### config.mk
export PLATFORM = sky130hd
export DESIGN_NAME = hub_inbound_decoder
export DESIGN_NICKNAME = d
export VERILOG_FILES = /design/src/rtl/hid_pkg.sv /design/src/rtl/hid_range_cmp.sv /design/src/rtl/hid_aperture_cmp.sv /design/src/rtl/hid_cfg_regs.sv /design/src/rtl/hid_classify.sv /design/src/rtl/hub_inbound_decoder.sv
export SDC_FILE = /design/constraint.sdc
export NUM_CORES = 1
export LEC_CHECK = 0
export BUFFER_PORTS_ARGS = -buffer_cell sky130_fd_sc_hd__buf_4
export CAP_MARGIN = 30
export CORE_UTILIZATION = 55
export DETAILED_ROUTE_END_ITERATION = 8
export GPL_ROUTABILITY_DRIVEN = 1
export PLACE_DENSITY = 0.73
export RECOVER_POWER = 100
export SYNTH_ARGS = -nofsm -noshare
export SYNTH_HDL_FRONTEND = slang
export SYNTH_SLANG_ARGS = --single-unit
### constraint.sdc
create_clock -name clk -period 6.08 [get_ports clk]
set_clock_uncertainty 0.1 [all_clocks]
set_input_delay 1.216 -clock clk [delete_from_list [all_inputs] [get_ports clk]]
set_output_delay 1.216 -clock clk [all_outputs]
set_load 0.01 [all_outputs]
### src/rtl/hid_pkg.sv
package hid_pkg;
   localparam int CFG_W = 32;
   localparam int SEL_W = 4;

   typedef enum logic [1:0] {
      HID_KIND_MEM = 2'd0,
      HID_KIND_IO  = 2'd1,
      HID_KIND_CFG = 2'd2,
      HID_KIND_RSV = 2'd3
   } hid_kind_e;

   typedef enum logic [1:0] {
      HID_ACCEPT  = 2'd0,
      HID_FORWARD = 2'd1,
      HID_ABORT   = 2'd2,
      HID_DROP    = 2'd3
   } hid_dec_e;
endpackage

### src/rtl/hid_range_cmp.sv
module hid_range_cmp #(
   parameter int W = 32
) (
   input  logic [W-1:0] addr,
   input  logic [W-1:0] base,
   input  logic [W-1:0] limit,
   output logic         hit
);
   always_comb hit = (addr >= base) && (addr <= limit);
endmodule

### src/rtl/hid_aperture_cmp.sv
module hid_aperture_cmp #(
   parameter int W        = 32,
   parameter int MIN_LOG2 = 12
) (
   input  logic [W-1:0] addr,
   input  logic [W-1:0] base,
   input  logic [4:0]   size_log2,
   output logic         hit
);
   localparam int LOG_W = 5;

   if (MIN_LOG2 < 1 || MIN_LOG2 > (1 << LOG_W) - 1) begin : g_bad_min
      $error("aperture minimum exponent out of range");
   end

   logic         enabled;
   logic [W-1:0] mask;

   always_comb begin
      enabled = (int'(size_log2) >= MIN_LOG2);
      mask    = ~((W'(1) << size_log2) - W'(1));
      hit     = enabled && ((addr & mask) == (base & mask));
   end
endmodule

### src/rtl/hid_cfg_regs.sv
module hid_cfg_regs
   import hid_pkg::*;
#(
   parameter int N_WIN = 2
) (
   input  logic                        clk,
   input  logic                        rst_n,
   input  logic                        we,
   input  logic [SEL_W-1:0]            sel,
   input  logic [CFG_W-1:0]            wdata,
   output logic [CFG_W-1:0]            tom,
   output logic [CFG_W-1:0]            smm_base,
   output logic [CFG_W-1:0]            smm_limit,
   output logic [N_WIN-1:0][CFG_W-1:0] win_base,
   output logic [N_WIN-1:0][CFG_W-1:0] win_limit,
   output logic [CFG_W-1:0]            ap_base,
   output logic [4:0]                  ap_log2,
   output logic                        vga_en
);
   localparam int SEL_TOM     = 0;
   localparam int SEL_SMM_B   = 1;
   localparam int SEL_SMM_L   = 2;
   localparam int SEL_WIN0    = 3;
   localparam int SEL_AP_BASE = SEL_WIN0 + 2 * N_WIN;
   localparam int SEL_AP_LOG2 = SEL_AP_BASE + 1;
   localparam int SEL_VGA     = SEL_AP_BASE + 2;

   if (N_WIN < 1 || SEL_VGA >= (1 << SEL_W)) begin : g_bad_nwin
      $error("window count does not fit the select field");
   end

   always_ff @(posedge clk) begin
      if (!rst_n) begin
         tom       <= '0;
         smm_base  <= '1;
         smm_limit <= '0;
         win_base  <= '1;
         win_limit <= '0;
         ap_base   <= '0;
         ap_log2   <= '0;
         vga_en    <= 1'b0;
      end else if (we) begin
         if (int'(sel) == SEL_TOM)     tom       <= wdata;
         if (int'(sel) == SEL_SMM_B)   smm_base  <= wdata;
         if (int'(sel) == SEL_SMM_L)   smm_limit <= wdata;
         if (int'(sel) == SEL_AP_BASE) ap_base   <= wdata;
         if (int'(sel) == SEL_AP_LOG2) ap_log2   <= wdata[4:0];
         if (int'(sel) == SEL_VGA)     vga_en    <= wdata[0];
         for (int i = 0; i < N_WIN; i++) begin
            if (int'(sel) == SEL_WIN0 + 2 * i)     win_base[i]  <= wdata;
            if (int'(sel) == SEL_WIN0 + 2 * i + 1) win_limit[i] <= wdata;
         end
      end
   end

   assert_tom_load_R12: assert property (@(posedge clk) disable iff (!rst_n)
      (we && int'(sel) == SEL_TOM) |=> (tom == $past(wdata)));
   assert_tom_hold_R12: assert property (@(posedge clk) disable iff (!rst_n)
      !we |=> $stable(tom));
endmodule

### src/rtl/hid_classify.sv
module hid_classify
   import hid_pkg::*;
#(
   parameter int ADDR_W      = 64,
   parameter int N_WIN       = 2,
   parameter int AP_MIN_LOG2 = 12
) (
   input  logic [1:0]                  kind,
   input  logic                        write,
   input  logic                        needs_cpl,
   input  logic [ADDR_W-1:0]           addr,
   input  logic [CFG_W-1:0]            tom,
   input  logic [CFG_W-1:0]            smm_base,
   input  logic [CFG_W-1:0]            smm_limit,
   input  logic [N_WIN-1:0][CFG_W-1:0] win_base,
   input  logic [N_WIN-1:0][CFG_W-1:0] win_limit,
   input  logic [CFG_W-1:0]            ap_base,
   input  logic [4:0]                  ap_log2,
   input  logic                        vga_en,
   output hid_dec_e                    code,
   output logic                        cpl
);
   localparam logic [CFG_W-1:0] VGA_LO = CFG_W'(32'h000A_0000);
   localparam logic [CFG_W-1:0] VGA_HI = CFG_W'(32'h000B_FFFF);

   if (ADDR_W <= CFG_W || ADDR_W > 64) begin : g_bad_aw
      $error("address width must exceed 32 and not exceed 64");
   end

   logic [CFG_W-1:0] lo;
   logic             hi_set;
   logic             smm_hit;
   logic             ap_hit;
   logic [N_WIN-1:0] win_hit;
   logic             vga_hit;
   hid_dec_e         refuse;

   assign lo     = addr[CFG_W-1:0];
   assign hi_set = |addr[ADDR_W-1:CFG_W];

   hid_range_cmp #(.W(CFG_W)) u_smm (
      .addr(lo), .base(smm_base), .limit(smm_limit), .hit(smm_hit));

   hid_aperture_cmp #(.W(CFG_W), .MIN_LOG2(AP_MIN_LOG2)) u_ap (
      .addr(lo), .base(ap_base), .size_log2(ap_log2), .hit(ap_hit));

   for (genvar g = 0; g < N_WIN; g++) begin : g_win
      hid_range_cmp #(.W(CFG_W)) u_win (
         .addr(lo), .base(win_base[g]), .limit(win_limit[g]), .hit(win_hit[g]));
   end

   hid_range_cmp #(.W(CFG_W)) u_vga (
      .addr(lo), .base(VGA_LO), .limit(VGA_HI), .hit(vga_hit));

   always_comb begin
      refuse = write ? HID_DROP : HID_ABORT;
      if (kind != HID_KIND_MEM)          code = needs_cpl ? HID_ABORT : HID_DROP;
      else if (hi_set)                   code = refuse;
      else if (smm_hit)                  code = refuse;
      else if (ap_hit)                   code = HID_ACCEPT;
      else if (|win_hit)                 code = write ? HID_FORWARD : HID_ABORT;
      else if (vga_hit && write && vga_en) code = HID_FORWARD;
      else if (lo < tom)                 code = HID_ACCEPT;
      else                               code = refuse;

      unique case (code)
         HID_ABORT: cpl = 1'b1;
         HID_DROP:  cpl = 1'b0;
         default:   cpl = needs_cpl;
      endcase
   end
endmodule

### src/rtl/hub_inbound_decoder.sv
module hub_inbound_decoder
   import hid_pkg::*;
#(
   parameter int ADDR_W      = 64,
   parameter int N_WIN       = 2,
   parameter int AP_MIN_LOG2 = 12
) (
   input  logic              clk,
   input  logic              rst_n,
   input  logic              cfg_we,
   input  logic [3:0]        cfg_sel,
   input  logic [31:0]       cfg_wdata,
   input  logic              req_valid,
   input  logic [1:0]        req_kind,
   input  logic              req_write,
   input  logic              req_needs_cpl,
   input  logic [ADDR_W-1:0] req_addr,
   output logic              dec_valid,
   output logic [1:0]        dec_code,
   output logic              dec_cpl
);
   logic [CFG_W-1:0]            tom, smm_base, smm_limit, ap_base;
   logic [N_WIN-1:0][CFG_W-1:0] win_base, win_limit;
   logic [4:0]                  ap_log2;
   logic                        vga_en;
   hid_dec_e                    nxt_code;
   logic                        nxt_cpl;

   hid_cfg_regs #(.N_WIN(N_WIN)) u_cfg (
      .clk(clk), .rst_n(rst_n), .we(cfg_we), .sel(cfg_sel), .wdata(cfg_wdata),
      .tom(tom), .smm_base(smm_base), .smm_limit(smm_limit),
      .win_base(win_base), .win_limit(win_limit),
      .ap_base(ap_base), .ap_log2(ap_log2), .vga_en(vga_en));

   hid_classify #(.ADDR_W(ADDR_W), .N_WIN(N_WIN), .AP_MIN_LOG2(AP_MIN_LOG2)) u_cls (
      .kind(req_kind), .write(req_write), .needs_cpl(req_needs_cpl), .addr(req_addr),
      .tom(tom), .smm_base(smm_base), .smm_limit(smm_limit),
      .win_base(win_base), .win_limit(win_limit),
      .ap_base(ap_base), .ap_log2(ap_log2), .vga_en(vga_en),
      .code(nxt_code), .cpl(nxt_cpl));

   always_ff @(posedge clk) begin
      if (!rst_n) begin
         dec_valid <= 1'b0;
         dec_code  <= HID_DROP;
         dec_cpl   <= 1'b0;
      end else begin
         dec_valid <= req_valid;
         if (req_valid) begin
            dec_code <= nxt_code;
            dec_cpl  <= nxt_cpl;
         end
      end
   end

   assert_valid_follows_R1: assert property (@(posedge clk) disable iff (!rst_n)
      req_valid |=> dec_valid);
   assert_idle_R1: assert property (@(posedge clk) disable iff (!rst_n)
      !req_valid |=> (!dec_valid && $stable(dec_code)));
   assert_nonmem_unclaimed_R2: assert property (@(posedge clk) disable iff (!rst_n)
      (req_valid && req_kind != HID_KIND_MEM) |=>
         (dec_code == HID_ABORT || dec_code == HID_DROP));
   assert_high_read_R3: assert property (@(posedge clk) disable iff (!rst_n)
      (req_valid && req_kind == HID_KIND_MEM && !req_write && |req_addr[ADDR_W-1:32])
         |=> dec_code == HID_ABORT);
   assert_high_write_R4: assert property (@(posedge clk) disable iff (!rst_n)
      (req_valid && req_kind == HID_KIND_MEM && req_write && |req_addr[ADDR_W-1:32])
         |=> dec_code == HID_DROP);
   assert_fwd_write_only_R7: assert property (@(posedge clk) disable iff (!rst_n)
      (req_valid && !req_write) |=> dec_code != HID_FORWARD);
   assert_drop_silent_R11: assert property (@(posedge clk) disable iff (!rst_n)
      (dec_valid && dec_code == HID_DROP) |-> !dec_cpl);
   assert_abort_cpl_R11: assert property (@(posedge clk) disable iff (!rst_n)
      (dec_valid && dec_code == HID_ABORT) |-> dec_cpl);
endmodule

# ---- Word-level counts from Yosys, hierarchy flattened
# Index checks and enable logic that the tools add are counted.
dict set report word_totals {
  ff_bits 266
  output_inout_bits 4
}
dict set report op_classes {
  reduce_logical 21
  muxes 11
  add_sub_neg 1
  bitwise_logic 3
  shifts 1
  n_lt_le_gt_ge 10
  eq_ne 12
}
# cell n
set ops {}
lappend ops {{>= comparator 32 bit} 3}
lappend ops {{<= comparator 32 bit} 3}
lappend ops {{AND 32 bit} 2}
lappend ops {{equality test 32 bit} 1}
lappend ops {{>= comparator 32 x 20 -> 1 bit, second input constant} 1}
lappend ops {{<= comparator 32 x 20 -> 1 bit, second input constant} 1}
lappend ops {{< comparator 32 bit} 1}
lappend ops {{NOT 32 bit} 1}
lappend ops {{OR reduction 32 bit} 1}
lappend ops {{<< shifter 1 x 5 -> 32 bit, first input constant} 1}
lappend ops {{subtractor 32 x 2 -> 32 bit, second input constant} 1}
lappend ops {{equality test 4 bit, second input constant} 6}
lappend ops {{AND reduction 2 bit} 10}
lappend ops {{two-way mux 2 bit} 8}
lappend ops {{equality test 4 x 3 -> 1 bit, second input constant} 2}
lappend ops {{logical AND 1 bit} 7}
lappend ops {{>= comparator 5 x 4 -> 1 bit, second input constant} 1}
lappend ops {{equality test 2 bit, second input constant} 2}
lappend ops {{equality test 4 x 2 -> 1 bit, second input constant} 1}
lappend ops {{logical NOT 4 bit} 1}
lappend ops {{two-way mux 1 bit} 2}
lappend ops {{case mux 1 bit (2 select lines)} 1}
lappend ops {{nonzero test 2 bit} 1}
lappend ops {{OR reduction 2 bit} 1}

# ---- Depth between registers and ports, before layout
# Gate-level depths: netlist of run 1.
dict set report depth {
  word_depth 12
  mapped_depth 16
  depth_no_buf 13
}

# ---- Cells and area by module
# From an unflattened synthesis of run 1, not the netlist that was laid out.
dict set report hier_totals {
  hier_cells 2161
  area_unflattened_um2 18331.3
}
# module seq_area_each_um2 cells_per_inst instances area_per_inst_um2
set by_module_without_submodules {}
lappend by_module_without_submodules {hid_cfg_regs 5245.0 968 1 9908.3}
lappend by_module_without_submodules {hid_range_cmp 0.0 226 4 1604.0}
lappend by_module_without_submodules {hid_classify 0.0 142 1 985.9}
lappend by_module_without_submodules {hid_aperture_cmp 0.0 136 1 889.6}
lappend by_module_without_submodules {hub_inbound_decoder 80.1 11 1 131.4}

# ---- Least setup slack after synthesis of run 1
# OpenSTA, ideal clock, no wires.
dict set report synth_timing {
  path_type {input to register}
  from {in req_addr[23]}
  to {reg dec_cpl}
  cell_stages 11
  setup_slack_ps 2271
  t_arrival_ps 3588
  n_path_buf 0
  cell_sequence {ha_1 nand3_1 or3_1 nor4_2 a311oi_1 o31ai_1 a22oi_1 or2_2 a2111oi_4 a211o_1 a21oi_2}
}
dict set report synth_via {
  elab_chain_cells 12
}
# element line
set synth_rtl {}
lappend synth_rtl {{start, declared} hub_inbound_decoder.sv:17} ;# input logic [ADDR_W-1:0] req_addr,
lappend synth_rtl {{>= comparator 32 x 20 -> 1 bit / <= comparator 32 x 20 -> 1 bit (equally long branches)} hid_range_cmp.sv:9} ;# always_comb hit = (addr >= base) && (addr <= limit);
lappend synth_rtl {{logical AND 1 bit} hid_range_cmp.sv:9}
lappend synth_rtl {{logical AND 1 bit (2 in series)} hid_classify.sv:62} ;# else if (vga_hit && write && vga_en) code = HID_FORWARD;
lappend synth_rtl {{two-way mux 2 bit} hid_classify.sv:62}
lappend synth_rtl {{two-way mux 2 bit} hid_classify.sv:61} ;# else if (|win_hit) code = write ? HID_FORWARD : HID_ABORT;
lappend synth_rtl {{two-way mux 2 bit} hid_classify.sv:60} ;# else if (ap_hit) code = HID_ACCEPT;
lappend synth_rtl {{two-way mux 2 bit *} hid_classify.sv:59} ;# else if (smm_hit) code = refuse;
lappend synth_rtl {{two-way mux 2 bit *} hid_classify.sv:58} ;# else if (hi_set) code = refuse;
lappend synth_rtl {{two-way mux 2 bit *} hid_classify.sv:57} ;# if (kind != HID_KIND_MEM) code = needs_cpl ? HID_ABORT : HID_DROP;
lappend synth_rtl {{equality test 2 bit} hid_classify.sv:66} ;# unique case (code)
lappend synth_rtl {{case mux 1 bit (2 select lines) *} hid_classify.sv:66}
lappend synth_rtl {{end signal, assigned} hub_inbound_decoder.sv:51} ;# dec_cpl <= nxt_cpl;
lappend synth_rtl {{end, declared} hub_inbound_decoder.sv:20} ;# output logic dec_cpl
# Every way passes the cells marked *; elsewhere a longest branch is shown, timed or not.
# A chain may end at the register's enable or synchronous reset.

# ---- Final worst setup path of run 1
dict set report layout_timing {
  from {reg u_cfg.ap_log2[3]}
  to {reg dec_cpl}
}
dict set report layout_via {
  elab_chain_cells 12
}
# element line
set layout_rtl {}
lappend layout_rtl {{start, declared} hid_cfg_regs.sv:17} ;# output logic [4:0] ap_log2,
lappend layout_rtl {{<< shifter 1 x 5 -> 32 bit} hid_aperture_cmp.sv:21} ;# mask = ~((W'(1) << size_log2) - W'(1));
lappend layout_rtl {{subtractor 32 x 2 -> 32 bit} hid_aperture_cmp.sv:21}
lappend layout_rtl {{NOT 32 bit} hid_aperture_cmp.sv:21}
lappend layout_rtl {{AND 32 bit} hid_aperture_cmp.sv:22} ;# hit = enabled && ((addr & mask) == (base & mask));
lappend layout_rtl {{equality test 32 bit} hid_aperture_cmp.sv:22}
lappend layout_rtl {{logical AND 1 bit *} hid_aperture_cmp.sv:22}
lappend layout_rtl {{two-way mux 2 bit *} hid_classify.sv:60}
lappend layout_rtl {{two-way mux 2 bit *} hid_classify.sv:59}
lappend layout_rtl {{two-way mux 2 bit *} hid_classify.sv:58}
lappend layout_rtl {{two-way mux 2 bit *} hid_classify.sv:57}
lappend layout_rtl {{equality test 2 bit} hid_classify.sv:66}
lappend layout_rtl {{case mux 1 bit (2 select lines) *} hid_classify.sv:66}
# Marks and branches as above.

==> impl_metrics.toml, run 1 <==
[clock_network]
postCtsSetupRepairBufs = 0
cts_max_level = 1
clock-sinks = 260
cts_buffers = 29
post_cts_resized = 0
insertion_delay_ns = 0.56
cts_root_buf = "clkbuf_16"
hold_buffers = 0
clkSlewWorstSetupHoldPaths_ns = 0.06
cts_tree = "built"
cts_max_path_buffers = 3

[detailed_routing]
wl_mm = 46.6
ant_nets = 0
routed_via_density = 5.82
drt_pre_antenna_iters = 7
drtIter0Drc = 1059
routedWlPerCell_um = 19.0
drc = 1
dr_total_vias = 14245

[synthesis]
ys.flop_type = "dfxtp_1"
synth.avg_cell_area_sq_um = 7.96
ys_async_sr_fraction = 0
synth_cell_types = 65
seq_area_frac_synth = 0.325
syn_inst = 2012
mappedNetlistArea_sq_um = 16000
synth_warnings = 0
syn_nets = 2344
synth_edf_count = 0
ys_seq_elements = 260

[floorplan]
die_w_um = 173
fp.dieH_um = 173
coreArea_sq_um = 28700
initial_utilization = 0.558
die-area_sq_um = 29800
pin_count = 112
num_rows = 62

[cells_and_area]
n_fill_cell = 2607
utilization = 0.618
drive_gt1_frac = 0.0818
finalNetCount = 2374
diodes = 0
syn2layout_area_growth_pct = 10.7

[worst_setup_path]
setup.worst_path.end_class = "register"
cp_top_family = "compound AO/OA/AOI/OAI gates"
crit_fanout = 21
cp-startpoint = "u_cfg.ap_log2[3]$_SDFFE_PN0P_"
slowest_stage = "a2111oi_0"
worstPathRequired_ns = 6.43
path_buf_inv = 0
start_kind = "register"
crit_top_cell = "a2111oi_0"
path_cells = "nor2_1 -> nand3_1 -> ha_1 -> nand2_1 -> a21oi_1 -> o22ai_1 -> a2111oi_0 -> and4_1 -> a21o_2 -> nor4_1 -> a2111oi_0 -> a211o_1 -> a21oi_2"
slowest_delay_ns = 0.93
critPathKind = "reg -> reg"
cp_data_arrival_time_ns = 5.21
r2r-start = "u_cfg.ap_log2[3]$_SDFFE_PN0P_"

[timing]
max_freq_mhz = 206
setup_viol = 0
worst_pin_slew_ns = 3.01
final.min_clock_period_ns = 4.86
finalSetupTns_ns = 0
max_slew_margin = -1.01
fin_crit_sh = 0.799
finalWorstSetupSlack_ns = 1.22
drv_slew = 370
hold_violations = 0
rsz0062_at_grt = "false"

[global_route]
grt_use_total = 0.311
grt_max_degree = 119
grt_pass1_wl_mm = 74.0
gr-total-overflow = 0
grt_pass1_vias = 13914
antenna_found_initial = 0

[placement]
place.gp.congestion = 0.930
post-dp-hpwl_mm = 32.9
portBuffers = 111
place_ws_ns = 1.46

[run]
max-cap-violations = 8

[hold_path]
min_from = "u_cfg.win_limit[44]$_SDFFE_PN0P_"
hold_path_class = "reg -> reg"

[power]
powerDensity_nw_per_um2 = 225
leakage_nw = 7.51
max-vdd-ir-drop_v = 0.000203

[status]
run_status = "finished with violations"
violations = "design-rule violations, max-capacitance violations, max-slew violations"
[synth_stat cells, types with 4 or more instances]
cell type / n / area [sq um]
nor3_1: 13 / 65.1
a21oi_1: 71 / 355
a21boi_0: 155 / 1160
inv_1: 230 / 863
and3_1: 7 / 43.8
clkbuf_1: 98 / 368
o31ai_1: 5 / 37.5
o221ai_1: 4 / 35.0
a2111oi_0: 5 / 43.8
nand2b_1: 6 / 37.5
buf_4: 27 / 203
mux2i_1: 7 / 70.1
ha_1: 224 / 2800
nand3_1: 27 / 135
nor2b_1: 12 / 75.1
a21o_1: 28 / 210
nor3b_1: 5 / 37.5
o211ai_1: 104 / 781
xnor2_1: 4 / 35.0
a221oi_1: 5 / 43.8
a31oi_1: 6 / 37.5
o21ai_0: 39 / 195
nand4_1: 37 / 231
nor4_1: 15 / 93.8
o21bai_1: 4 / 30.0
dfxtp_1: 260 / 5200
a211oi_1: 18 / 135
nand2_1: 464 / 1740
nor2_1: 39 / 146
o21a_1: 8 / 60.1
xor2_1: 22 / 193
or3_1: 4 / 25.0
o211a_1: 4 / 40.0
or4_1: 4 / 30.0
and4_1: 4 / 35.0
[path summary, 6_finish.rpt]
check / cells past startpoint / slack (ns) / endpoint
setup / recovery: 13 / 1.22 / dec_cpl$_SDFFE_PN0P_
hold / removal: 2 / 0.37 / u_cfg.win_limit[44]$_SDFFE_PN0P_
setup reg to reg: 13 / 1.22 / dec_cpl$_SDFFE_PN0P_
hold reg to reg: 2 / 0.37 / u_cfg.win_limit[44]$_SDFFE_PN0P_
[placed cells by master, fill, tap and decap left out, types with 5 or more instances in the layout]
cell and n:
a211oi_1 18, dfxtp_1 260, o21ai_0 39, nand3_1 27
nor2b_1 12, nand2_1 463, a221oi_1 5, a21o_1 28
nor2_1 39, xor2_1 22, buf_4 107, clkbuf_16 29
mux2i_1 7, ha_1 224, o211ai_1 104, and3_1 6
a31oi_1 6, nand2b_1 6, o21a_1 8, clkbuf_8 9
nand4_1 37, a21oi_1 71, clkbuf_1 24, inv_1 230
a21boi_0 155, nor3_1 13, nor4_1 16, o31ai_1 5
a2111oi_0 7, clkinv_2 6
[registers in the layout, indices dropped and copies added (netlist names), 2 cells and up]
register / flops
u_cfg.win_base: 64
u_cfg.tom: 32
u_cfg.ap_base: 26
u_cfg.win_limit: 64
u_cfg.smm_base: 32
dec_code: 2
u_cfg.ap_log2: 5
u_cfg.smm_limit: 32
[stage by stage]
step / total power [W] / instances / instance area [sq um] / hold WS [ns]
after floorplan: 0.00207 / 2012 / 16000 / 0.339
after global placement: 0.00224 / 2394 / 16900 / 0.352
after detailed placement: 0.00226 / 2395 / 16900 / 0.359
after CTS: 0.00400 / 2449 / 17800 / 0.367
after global routing: 0.00412 / 2449 / 17700 / 0.385
final: 0.00399 / 2449 / 17700 / 0.366
[logic make-up after synthesis]
kind of cell	count (synthesis)	share of synthesized area
buf+inv	357	0.0905
xor+xnor	26	0.0142
mux	7	0.00437
simple gates	654	0.177
compound gates	484	0.215
fa+ha+maj	224	0.175
flops	260	0.325
[metal layers]
metal	track usage	wire, um	vias up	part of all wire
met5	0	0	-	0
met2	0.523	21500	462	0.46
met3	0.0407	2600	126	0.056
li1	-	-	6935	-
met1	0.392	20000	6722	0.43
met4	0.152	2520	0	0.054
[layout make-up]
| type | instances | area (sq um) | share of cell area |
|---|---|---|---|
| repair buffers | 126 | 890 | 0.0502 |
| well taps | 384 | 480 | 0.0271 |
| flip-flops and latches | 260 | 5200 | 0.293 |
| clock inverters | 9 | 76.3 | 0.00430 |
| clock buffers | 45 | 876 | 0.0494 |
| multi-input cells | 1395 | 9350 | 0.527 |
| inverters | 230 | 863 | 0.0487 |
[report_power, final]
part	switching, W	internal, W	total (W)
registers	0.0000142	0.00173	0.00175
clock network	0.000734	0.00103	0.00176
logic	0.000287	0.000191	0.000478
total	0.00104	0.00295	0.00399
[tightest hold or removal path: cells and delay by family (launching register included)]
family             cells  cell delay, ns
and+or+nand+nor        1            0.04
AOI/OAI and AO/OA      1            0.06
DFF                    1            0.31
Power figures use the tool's default switching activity.
==> run 2: changes to the inputs <==
--- a/config.mk
+++ b/config.mk
@@ -10,7 +10,7 @@
 export CORE_UTILIZATION = 55
 export DETAILED_ROUTE_END_ITERATION = 8
 export GPL_ROUTABILITY_DRIVEN = 1
-export PLACE_DENSITY = 0.73
+export PLACE_DENSITY = 0.76
 export RECOVER_POWER = 100
 export SYNTH_ARGS = -nofsm -noshare
 export SYNTH_HDL_FRONTEND = slang
==> constraint.sdc (replaced) <==
create_clock -name clk -period 4.4 [get_ports clk]
set_clock_uncertainty 0.1 [all_clocks]
set_input_delay 0.88 -clock clk [delete_from_list [all_inputs] [get_ports clk]]
set_output_delay 0.88 -clock clk [all_outputs]
set_load 0.01 [all_outputs]
==> run 2 against run 1 <==
The run ends with max-capacitance violations, max-slew violations left. Clock power grew 40%. Worst setup slack lost 0.78 ns. Worst hold slack lost 0.0052 ns. Sequential power grew 38%. Clock-buffer cell count shrank 1. First-iteration DRC count shrank 2.6%. Critical endpoint is now dec_code[0]$_SDFFE_PN1P_.
==> impl_metrics.toml, run 2 (synthesis gave the netlist of run 1 again) <==
[power]
powerDensity_nw_per_um2 = 311
leakage_nw = 7.59
max-vdd-ir-drop_v = 0.000315

[cells_and_area]
utilization = 0.622
layout_common_cells = "nand2_1, dfxtp_1, inv_1"
syn2layout_area_growth_pct = 11.5
drive_gt1_frac = 0.0882
fin_area_sq_um = 17900
diodes = 0
final_common_cell = "nand2_1"
reg.largest.list = "u_cfg.win_base (64), u_cfg.win_limit (64)"
layout.cells.non_filler = 2458
n_fill_cell = 2549
finalNetCount = 2384

[worst_setup_path]
start_kind = "input port"
critPathKind = "in -> reg"
cp_data_arrival_time_ns = 4.28
crit_fanout = 9
worstPathRequired_ns = 4.71
setup.worst_path.end_class = "register"

[clock_network]
insertion_delay_ns = 0.56
cts_root_buf = "clkbuf_16"
cts_buffers = 29
cts_max_level = 1
cts_max_path_buffers = 3
clkSlewWorstSetupHoldPaths_ns = 0.06
hold_buffers = 0
post_cts_resized = 0
cts_tree = "built"
postCtsSetupRepairBufs = 0
clock-sinks = 260

[timing]
max_freq_mhz = 252
rsz0062_at_grt = "false"
hold_violations = 0
final.min_clock_period_ns = 3.97
max_slew_margin = -0.695
drv_slew = 310
setup_viol = 0
fin_crit_sh = 0.901
worst_pin_slew_ns = 2.53
finalWorstSetupSlack_ns = 0.435
finalSetupTns_ns = 0

[floorplan]
die-area_sq_um = 29800
coreArea_sq_um = 28700
initial_utilization = 0.558
fp.dieH_um = 173
pin_count = 112
num_rows = 62
die_w_um = 173

[detailed_routing]
dr_total_vias = 14280
routedWlPerCell_um = 19.0
wl_mm = 46.8
ant_nets = 0
drt_pre_antenna_iters = 8
routed_via_density = 5.81
drc = 0
drtIter0Drc = 1031

[global_route]
grt_use_total = 0.312
grt_pass1_vias = 14085
grt_max_degree = 92
gr-total-overflow = 0
antenna_found_initial = 0
grt_pass1_wl_mm = 74.7

[placement]
place.gp.congestion = 0.964
post-dp-hpwl_mm = 33.4
portBuffers = 111
post-place-cells = 2405
place_ws_ns = 0.131
placed_cell_area_sq_um = 17000

[status]
violations = "max-capacitance violations, max-slew violations"
run_status = "finished with violations"

[run]
max-cap-violations = 8

[hold_path]
hold_path_class = "reg -> reg"
-- run 2: final timing paths --
check / from / end / cells after the start / slack [ns]
min: u_cfg.smm_limit[25]$_SDFFE_PN0P_ / u_cfg.smm_limit[25]$_SDFFE_PN0P_ / 2 / 0.36
max: req_addr[28] / dec_code[0]$_SDFFE_PN1P_ / 11 / 0.43
min reg2reg: u_cfg.smm_limit[25]$_SDFFE_PN0P_ / u_cfg.smm_limit[25]$_SDFFE_PN0P_ / 2 / 0.36
max reg2reg: u_cfg.ap_log2[4]$_SDFFE_PN0P_ / dec_cpl$_SDFFE_PN0P_ / 13 / 0.66
-- run 2: worst max-delay path: stages --
cell and delay, ns:
clkbuf_1 0.40, ha_1 0.28, and3_1 0.16, nand3_1 0.11, nor3_1 0.61, nand4_1 0.36
nor4_1 0.60, o32a_1 0.35, o31ai_1 0.12, a221oi_1 0.30, o211ai_1 0.11
-- run 2: area by class of cell --
class	instances	area, sq um	area share
inverters	230	863	0.0483
flip-flops and latches	260	5200	0.291
multi-input cells	1395	9370	0.525
clock inverters	9	101	0.00567
repair buffers	136	967	0.0542
clock buffers	44	872	0.0488
well taps	384	480	0.0269
-- run 2: routing by layer --
metal,vias up,part of all wire,GRT usage,wire [um]
met1,6754,0.42,0.389,19700
met5,-,0,0,0
met3,121,0.060,0.0380,2800
met2,458,0.48,0.547,22400
met4,0,0.040,0.127,1870
li1,6947,-,-,-
-- run 2: where the power goes --
| part | internal, W | leakage (nW) | switching (W) | total [W] |
|---|---|---|---|---|
| Clock | 0.00148 | 0.482 | 0.000992 | 0.00247 |
| Combinational | 0.000266 | 5.00 | 0.000405 | 0.000670 |
| Sequential | 0.00239 | 2.11 | 0.0000175 | 0.00241 |
| Total | 0.00414 | 7.59 | 0.00141 | 0.00555 |
-- run 2: stage by stage --
step                      hold WS (ns)  power, W
after floorplan                  0.339   0.00286
after global placement           0.349   0.00310
after detailed placement         0.357   0.00313
after CTS                        0.365   0.00558
after global routing             0.382   0.00573
final                            0.361   0.00555
